## config.mk

```make
export PLATFORM = sky130hd
export DESIGN_NAME = spi_sclk_gen
export DESIGN_NICKNAME = d
export VERILOG_FILES = /design/src/rtl/spi_sclk_pkg.sv /design/src/rtl/sclk_cfg_reg.sv /design/src/rtl/sclk_len_decode.sv /design/src/rtl/sclk_phase_fsm.sv /design/src/rtl/spi_sclk_gen.sv
export SDC_FILE = /design/constraint.sdc
export NUM_CORES = 1
export LEC_CHECK = 0
export BUFFER_PORTS_ARGS = -buffer_cell sky130_fd_sc_hd__clkbuf_2
export CAP_MARGIN = 20
export CORE_UTILIZATION = 40
export CTS_CLUSTER_SIZE = 16
export DETAILED_ROUTE_END_ITERATION = 10
export SYNTH_ARGS = -nofsm -noshare
export SYNTH_HDL_FRONTEND = slang
export SYNTH_SLANG_ARGS = --single-unit
```

## constraint.sdc

```tcl
create_clock -name clk -period 9.95 [get_ports clk]
set_input_delay 0.995 -clock clk [delete_from_list [all_inputs] [get_ports clk]]
set_output_delay 0.995 -clock clk [all_outputs]
set_load 0.005 [all_outputs]
```

## src/rtl/spi_sclk_pkg.sv

```systemverilog
package spi_sclk_pkg;

    // Width of each count field in the configuration word
    localparam int CNT_W = 6;
    // Width of the configuration word
    localparam int REG_W = 32;

    // Phase of the serial clock
    typedef enum logic [1:0] {
        ST_IDLE = 2'd0,
        ST_LOW  = 2'd1,
        ST_HIGH = 2'd2
    } sclk_phase_e;

endpackage

```

## src/rtl/sclk_cfg_reg.sv

```systemverilog
// Holds the written configuration and a frozen copy for the running transfer.
module sclk_cfg_reg #(
    parameter int CNT_W = spi_sclk_pkg::CNT_W,
    parameter int REG_W = spi_sclk_pkg::REG_W
) (
    input  logic             clk,
    input  logic             rst_n,
    input  logic             run,
    input  logic             cfg_wr,
    input  logic [REG_W-1:0] cfg_wdata,
    output logic [CNT_W-1:0] per_cnt,
    output logic [CNT_W-1:0] hi_cnt,
    output logic [CNT_W-1:0] div_cnt,
    output logic             src_sel
);
    localparam int PER_LSB = 0;
    localparam int HI_LSB  = CNT_W;
    localparam int DIV_LSB = 2 * CNT_W;
    localparam int FLD_END = 3 * CNT_W;
    localparam int SRC_BIT = REG_W - 1;

    // Written copy: tracks every write
    logic [CNT_W-1:0] wr_per_q, wr_hi_q, wr_div_q;
    logic             wr_src_q;
    // Copy in use: follows the newest value only while run is low
    logic [CNT_W-1:0] act_per_q, act_hi_q, act_div_q;
    logic             act_src_q;

    logic [CNT_W-1:0] new_per, new_hi, new_div;
    logic             new_src;
    logic             unused_rsvd;

    assign unused_rsvd = ^cfg_wdata[SRC_BIT-1:FLD_END];

    always_comb begin
        if (cfg_wr) begin
            new_per = cfg_wdata[PER_LSB +: CNT_W];
            new_hi  = cfg_wdata[HI_LSB  +: CNT_W];
            new_div = cfg_wdata[DIV_LSB +: CNT_W];
            new_src = cfg_wdata[SRC_BIT];
        end else begin
            new_per = wr_per_q;
            new_hi  = wr_hi_q;
            new_div = wr_div_q;
            new_src = wr_src_q;
        end
    end

    always_ff @(posedge clk or negedge rst_n) begin
        if (!rst_n) begin
            wr_per_q <= '0;
            wr_hi_q  <= '0;
            wr_div_q <= '0;
            wr_src_q <= 1'b0;
        end else if (cfg_wr) begin
            wr_per_q <= new_per;
            wr_hi_q  <= new_hi;
            wr_div_q <= new_div;
            wr_src_q <= new_src;
        end
    end

    always_ff @(posedge clk or negedge rst_n) begin
        if (!rst_n) begin
            act_per_q <= '0;
            act_hi_q  <= '0;
            act_div_q <= '0;
            act_src_q <= 1'b0;
        end else if (!run) begin
            act_per_q <= new_per;
            act_hi_q  <= new_hi;
            act_div_q <= new_div;
            act_src_q <= new_src;
        end
    end

    assign per_cnt = act_per_q;
    assign hi_cnt  = act_hi_q;
    assign div_cnt = act_div_q;
    assign src_sel = act_src_q;

endmodule

```

## src/rtl/sclk_len_decode.sv

```systemverilog
// Turns the count fields into terminal counts for the low and high phases.
module sclk_len_decode #(
    parameter int CNT_W = spi_sclk_pkg::CNT_W
) (
    input  logic [CNT_W-1:0] per_cnt,
    input  logic [CNT_W-1:0] hi_cnt,
    input  logic [CNT_W-1:0] div_cnt,
    output logic [CNT_W-1:0] low_last,
    output logic [CNT_W-1:0] high_last
);
    localparam logic [CNT_W-1:0] ONE   = {{(CNT_W-1){1'b0}}, 1'b1};
    localparam logic [CNT_W:0]   ONE_W = {{CNT_W{1'b0}}, 1'b1};

    logic             use_div;
    logic [CNT_W-1:0] p_sel, p_eff, h_sel, h_eff, h_div;
    logic [CNT_W:0]   p_inc;

    always_comb begin
        use_div = (per_cnt == '0);
        p_sel   = use_div ? div_cnt : per_cnt;
        p_eff   = (p_sel == '0) ? ONE : p_sel;
        p_inc   = {1'b0, p_eff} + ONE_W;
        h_div   = p_inc[CNT_W:1] - ONE;
        h_sel   = use_div ? h_div : hi_cnt;
        h_eff   = (h_sel >= p_eff) ? (p_eff - ONE) : h_sel;
        low_last  = p_eff - h_eff - ONE;
        high_last = h_eff;
    end

endmodule

```

## src/rtl/sclk_phase_fsm.sv

```systemverilog
// Phase state machine: counts each phase and drives SCLK and its strobes.
module sclk_phase_fsm #(
    parameter int CNT_W = spi_sclk_pkg::CNT_W
) (
    input  logic             clk,
    input  logic             rst_n,
    input  logic             run,
    input  logic [CNT_W-1:0] low_last,
    input  logic [CNT_W-1:0] high_last,
    output logic             sclk,
    output logic             sclk_rise,
    output logic             sclk_fall
);
    import spi_sclk_pkg::*;

    localparam logic [CNT_W-1:0] ONE = {{(CNT_W-1){1'b0}}, 1'b1};

    sclk_phase_e      state_q, state_nxt;
    logic [CNT_W-1:0] cnt_q, cnt_nxt;
    logic             sclk_q, rise_q, fall_q;

    always_comb begin
        state_nxt = state_q;
        cnt_nxt   = cnt_q + ONE;
        unique case (state_q)
            ST_IDLE: begin
                cnt_nxt = '0;
                if (run) begin
                    state_nxt = ST_LOW;
                end
            end
            ST_LOW: begin
                if (!run) begin
                    state_nxt = ST_IDLE;
                    cnt_nxt   = '0;
                end else if (cnt_q == low_last) begin
                    state_nxt = ST_HIGH;
                    cnt_nxt   = '0;
                end
            end
            ST_HIGH: begin
                if (!run) begin
                    state_nxt = ST_IDLE;
                    cnt_nxt   = '0;
                end else if (cnt_q == high_last) begin
                    state_nxt = ST_LOW;
                    cnt_nxt   = '0;
                end
            end
            default: begin
                state_nxt = ST_IDLE;
                cnt_nxt   = '0;
            end
        endcase
    end

    // State register
    always_ff @(posedge clk or negedge rst_n) begin
        if (!rst_n) begin
            state_q <= ST_IDLE;
            cnt_q   <= '0;
        end else begin
            state_q <= state_nxt;
            cnt_q   <= cnt_nxt;
        end
    end

    // Output register
    always_ff @(posedge clk or negedge rst_n) begin
        if (!rst_n) begin
            sclk_q <= 1'b0;
            rise_q <= 1'b0;
            fall_q <= 1'b0;
        end else begin
            sclk_q <= (state_nxt == ST_HIGH);
            rise_q <= (state_nxt == ST_HIGH) && (state_q == ST_LOW);
            fall_q <= (state_nxt == ST_LOW) && (state_q == ST_HIGH);
        end
    end

    assign sclk      = sclk_q;
    assign sclk_rise = rise_q;
    assign sclk_fall = fall_q;

endmodule

```

## src/rtl/spi_sclk_gen.sv

```systemverilog
module spi_sclk_gen #(
    parameter int CNT_W = spi_sclk_pkg::CNT_W,
    parameter int REG_W = spi_sclk_pkg::REG_W
) (
    input  logic             clk,
    input  logic             rst_n,
    input  logic             run,
    input  logic             cfg_wr,
    input  logic [REG_W-1:0] cfg_wdata,
    output logic             sclk,
    output logic             sclk_rise,
    output logic             sclk_fall,
    output logic             src_sel
);
    logic [CNT_W-1:0] per_cnt, hi_cnt, div_cnt;
    logic [CNT_W-1:0] low_last, high_last;

    sclk_cfg_reg #(.CNT_W(CNT_W), .REG_W(REG_W)) cfg_i (
        .clk       (clk),
        .rst_n     (rst_n),
        .run       (run),
        .cfg_wr    (cfg_wr),
        .cfg_wdata (cfg_wdata),
        .per_cnt   (per_cnt),
        .hi_cnt    (hi_cnt),
        .div_cnt   (div_cnt),
        .src_sel   (src_sel)
    );

    sclk_len_decode #(.CNT_W(CNT_W)) dec_i (
        .per_cnt   (per_cnt),
        .hi_cnt    (hi_cnt),
        .div_cnt   (div_cnt),
        .low_last  (low_last),
        .high_last (high_last)
    );

    sclk_phase_fsm #(.CNT_W(CNT_W)) fsm_i (
        .clk       (clk),
        .rst_n     (rst_n),
        .run       (run),
        .low_last  (low_last),
        .high_last (high_last),
        .sclk      (sclk),
        .sclk_rise (sclk_rise),
        .sclk_fall (sclk_fall)
    );

endmodule

```

==> results <==
- The setup violation total in the final timing report is 0.
- Once detail routing completed, the nets flagged for antenna violations numbered 0.
- The later pin in the worst-skew pair is clocked with a latency of between 300 and 400 ps.
- In the final routed layout, each cell accounts on average for 15.10 um.
- The normalized max-slew margin is 0.2898.
- The count of filler cells inserted in the layout is about 830.
- For the final routed database, the setup TNS stands at 0 ps.
- The detailed-route via count is 2522.
- Dividing the detail-routed via count by the number of cells gives between 5 and 6.
- The number of remaining DRC errors is 0.
- The post-synthesis cell area is 3435 sq um.
- The smallest clock period supported by the final layout is computed as ~7700 ps.
- The number of global-route vias before repair came to ~2500.
- The clock tree skew after final layout is a little over 6 ps.
- During placement, the flow inserted port buffers numbering 26.
- In this run the count of I/O pins placed on the die edge is 40.
- The number of different library cells in the post-synthesis netlist is 72.
- Summed over all layers, the routed wires come to about 6900 um.
- The number of H-tree levels is 2.
- The max-slew violation count is 0.
- The initial utilization of the core area, before any placement, comes to 0.4159.
- Yosys printed 0 warnings.
- The maximum fanout count along the critical path is 11.
- Post-CTS repair changed the size of 0 cells.
- The initial antenna violation count is 0.
- The flow ran to the end, and the final reports show no timing, DRC or antenna violations.
- The layout net count is between 400 and 500.
- The worst setup path is launched from a flop.
- The max-cap violation count is 0.
- The leading cell type in the layout, fill and taps excluded is dfrtp_1.
- The die is 94.66 um tall.
- The total routing usage reported by global routing is 0.1713.
- The transition at the pin with the smallest max-transition slack is 1059 ps.
- Data arrives at the worst endpoint at around 7900 ps.
- In the synthesized netlist, the number of instances is roughly 330.
- The starting DRC count in detailed routing is ~140.
- Setup repair after global routing left no endpoint under its margin.
- The min-delay analysis places its worst path in the category flop to flop.
- Entering global routing, the biggest net connects 50 pins.
- Detailed placement ended at an HPWL of approximately 5200 um.
- The share of the clock period used by the worst path after layout is 0.7731.
- Once layout is done, the placed cells without fillers occupy 3700 sq um.
- The maximum clock insertion buffer count is 2.
- IR analysis of the VDD net gives a maximum drop of 0.0001117 V.
- Once the clock tree was built, the setup fixing pass inserted 0 buffers.
- The instance area at placement is 3602 sq um.
- The top cell types in the final layout, fill and taps aside, are dfrtp_1, mux2_2, clkbuf_2, nor2_1.
- The number of hold violations in the final report is 0.
- 0 antenna diodes ended up in the layout.
- The worst hold slack is a little over 500 ps.
- The signed area change from the synthesized netlist to the final layout is 7.723%.
- The remaining global-route overflow is 0.
- Row generation in the floorplan step produced 33 rows.
- In this run the clock root is driven by a clkbuf_8.
- The utilization of the core after routing is 0.4480.
- For this run, the slowest stage of the critical path takes 880 ps.
- STA classifies the critical path endpoint as a flop.
- Clock tree synthesis inserted a total of 5 buffers.
- The dominant synthesized flop cell is dfrtp_1.
- The global-route wire length before repair is 12000 um.
- The register-to-register path setup slack is about 2300 ps.
- In this run, synthesis inferred 0 flip-flops with an integrated enable.
- After synthesis, the share of flip-flops with an asynchronous set or reset is 1.000.
- The sequential area share after synthesis is 0.3570.
- The critical path in this run is classified as flop to flop.
- The overall die area is around 9000 sq um.
- The number of nets produced by synthesis is roughly 390.
- Among all stages on the critical path, the largest delay is contributed by o31ai_2.
- The count of hold buffers inserted by post-cts repair is 0.
- Clock tree synthesis found a total of a little under 50 sinks.
- Summing internal, switching and leakage power gives between 0.6 and 0.7 mW.
- TritonCTS built the clock tree.
- The total area inside the core boundary comes to 8258 sq um.
- In this run, synthesis produced a sequential element count of 49.
- The worst path required time is around 10000 ps.
- The layout cell share with drive strength beyond 1 is 0.2808.
- The maximum frequency from static timing analysis is 0.1300 GHz.
- The last weighted congestion value of the routability-driven placer is 0.8528.
- The power per unit of standard cell area is roughly 180 nW/um^2.
- The clock-pin transition on the worst setup and hold timing paths is 100 ps.
- The post-synthesis average cell area is ~10 sq um.
- For this design the static power due to leakage is 1.613 nW.
- The first TritonRoute pass finished after 4 iterations.
- The floorplan step set the die width to roughly 95 um.
## sequential cells by signal, summed over array words and instances (netlist names)
name and count:
fsm_i.sclk 1, cfg_i.per_cnt 6, cfg_i.wr_per_q 6, fsm_i.cnt_q 6, fsm_i.state_q 2, fsm_i.sclk_rise 1, cfg_i.wr_hi_q 6, cfg_i.hi_cnt 6
fsm_i.sclk_fall 1, cfg_i.div_cnt 6, cfg_i.wr_src_q 1, cfg_i.src_sel 1, cfg_i.wr_div_q 6
## synth_stat cells (all sizes together) (2+ instances only)
| cell type | instances | area share |
|---|---|---|
| and2 | 3 | 0.0062 |
| buf | 9 | 0.017 |
| or3 | 5 | 0.0098 |
| o2111a | 5 | 0.016 |
| a2111oi | 2 | 0.0051 |
| nand2 | 17 | 0.019 |
| nor4b | 2 | 0.0051 |
| inv | 17 | 0.019 |
| or2 | 2 | 0.0036 |
| a32oi | 2 | 0.0073 |
| o21ai | 9 | 0.014 |
| a21oi | 19 | 0.031 |
| nor2b | 4 | 0.0073 |
| a31oi | 8 | 0.018 |
| and3 | 3 | 0.0055 |
| ha | 18 | 0.066 |
| mux2i | 2 | 0.0069 |
| mux2 | 36 | 0.12 |
| nor3b | 2 | 0.0044 |
| xnor2 | 13 | 0.033 |
| nor2 | 23 | 0.025 |
| o21bai | 2 | 0.0044 |
| o31a | 3 | 0.0077 |
| nor4 | 5 | 0.017 |
| nor3 | 10 | 0.017 |
| nand3 | 5 | 0.0073 |
| nand4 | 4 | 0.0073 |
| xnor3 | 3 | 0.021 |
| a211oi | 6 | 0.020 |
| dfrtp | 49 | 0.36 |
| o21a | 2 | 0.0044 |
| clkbuf | 11 | 0.012 |
| xor2 | 6 | 0.015 |
| a21o | 5 | 0.011 |
| o31ai | 2 | 0.0058 |
| nand2b | 3 | 0.0055 |
| a311oi | 2 | 0.0069 |
| o211ai | 2 | 0.0044 |
## logic make-up after synthesis
family	synth area share
xor+xnor	0.06922
fa+ha+maj	0.07140
simple gates	0.1534
buf+inv	0.04808
flops	0.3570
mux	0.1250
compound gates	0.1760
## final timing paths
kind                                   start                 to  depth (start not counted)
max in group asynchronous              rst_n   cfg_i.div_cnt[4]                          2
max                         cfg_i.per_cnt[1]    fsm_i.sclk_rise                         28
min                        cfg_i.wr_div_q[1]  cfg_i.wr_div_q[1]                          1
max reg2reg                 cfg_i.per_cnt[1]    fsm_i.sclk_rise                         28
min reg2reg                cfg_i.wr_div_q[1]  cfg_i.wr_div_q[1]                          1
min in group asynchronous              rst_n     fsm_i.cnt_q[1]                          2
## per-stage QoR
| stage | instances | setup slack [ps] |
|---|---|---|
| finish | 454 | 2258 |
| detailed placement | 446 | 2403 |
| CTS | 454 | 2326 |
| floorplan | 334 | 3583 |
| global placement | 446 | 2476 |
| global route | 454 | 1555 |
## where the power goes
part,switching (mW),total (mW),internal (mW)
clock,0.0749,0.128,0.0527
combinational,0.170,0.303,0.133
sequential,0.0281,0.250,0.221
total,0.273,0.680,0.407
## per-layer routing
metal	up-vias	global-route usage	share of wire
li1	1246	-	-
met1	1230	0.2508	0.51
met2	39	0.2668	0.45
met3	7	0.01932	0.024
met4	0	0.04672	0.014
met5	-	0	0
## worst max-delay path: cells and delay by family (launching register included)
kind,cells,cell delay [ps]
AO/OA/AOI/OAI,12,3350
AND/OR/NAND/NOR,10,2390
buffers and inverters,1,80
XOR/XNOR,2,340
adder cells (fa/ha/maj),3,930
flip-flops,1,510
## final cells by class
type | count | area [sq um] | share of cell area
multi-input cells | 248 | 2043 | 0.5522
flip-flops and latches | 49 | 1226 | 0.3314
repair buffers | 27 | 137.6 | 0.03720
well taps | 105 | 131.4 | 0.03551
clock buffers | 5 | 68.82 | 0.01860
inverters | 17 | 63.81 | 0.01725
clock inverters | 3 | 28.78 | 0.007778
Power figures use the tool's default switching activity.
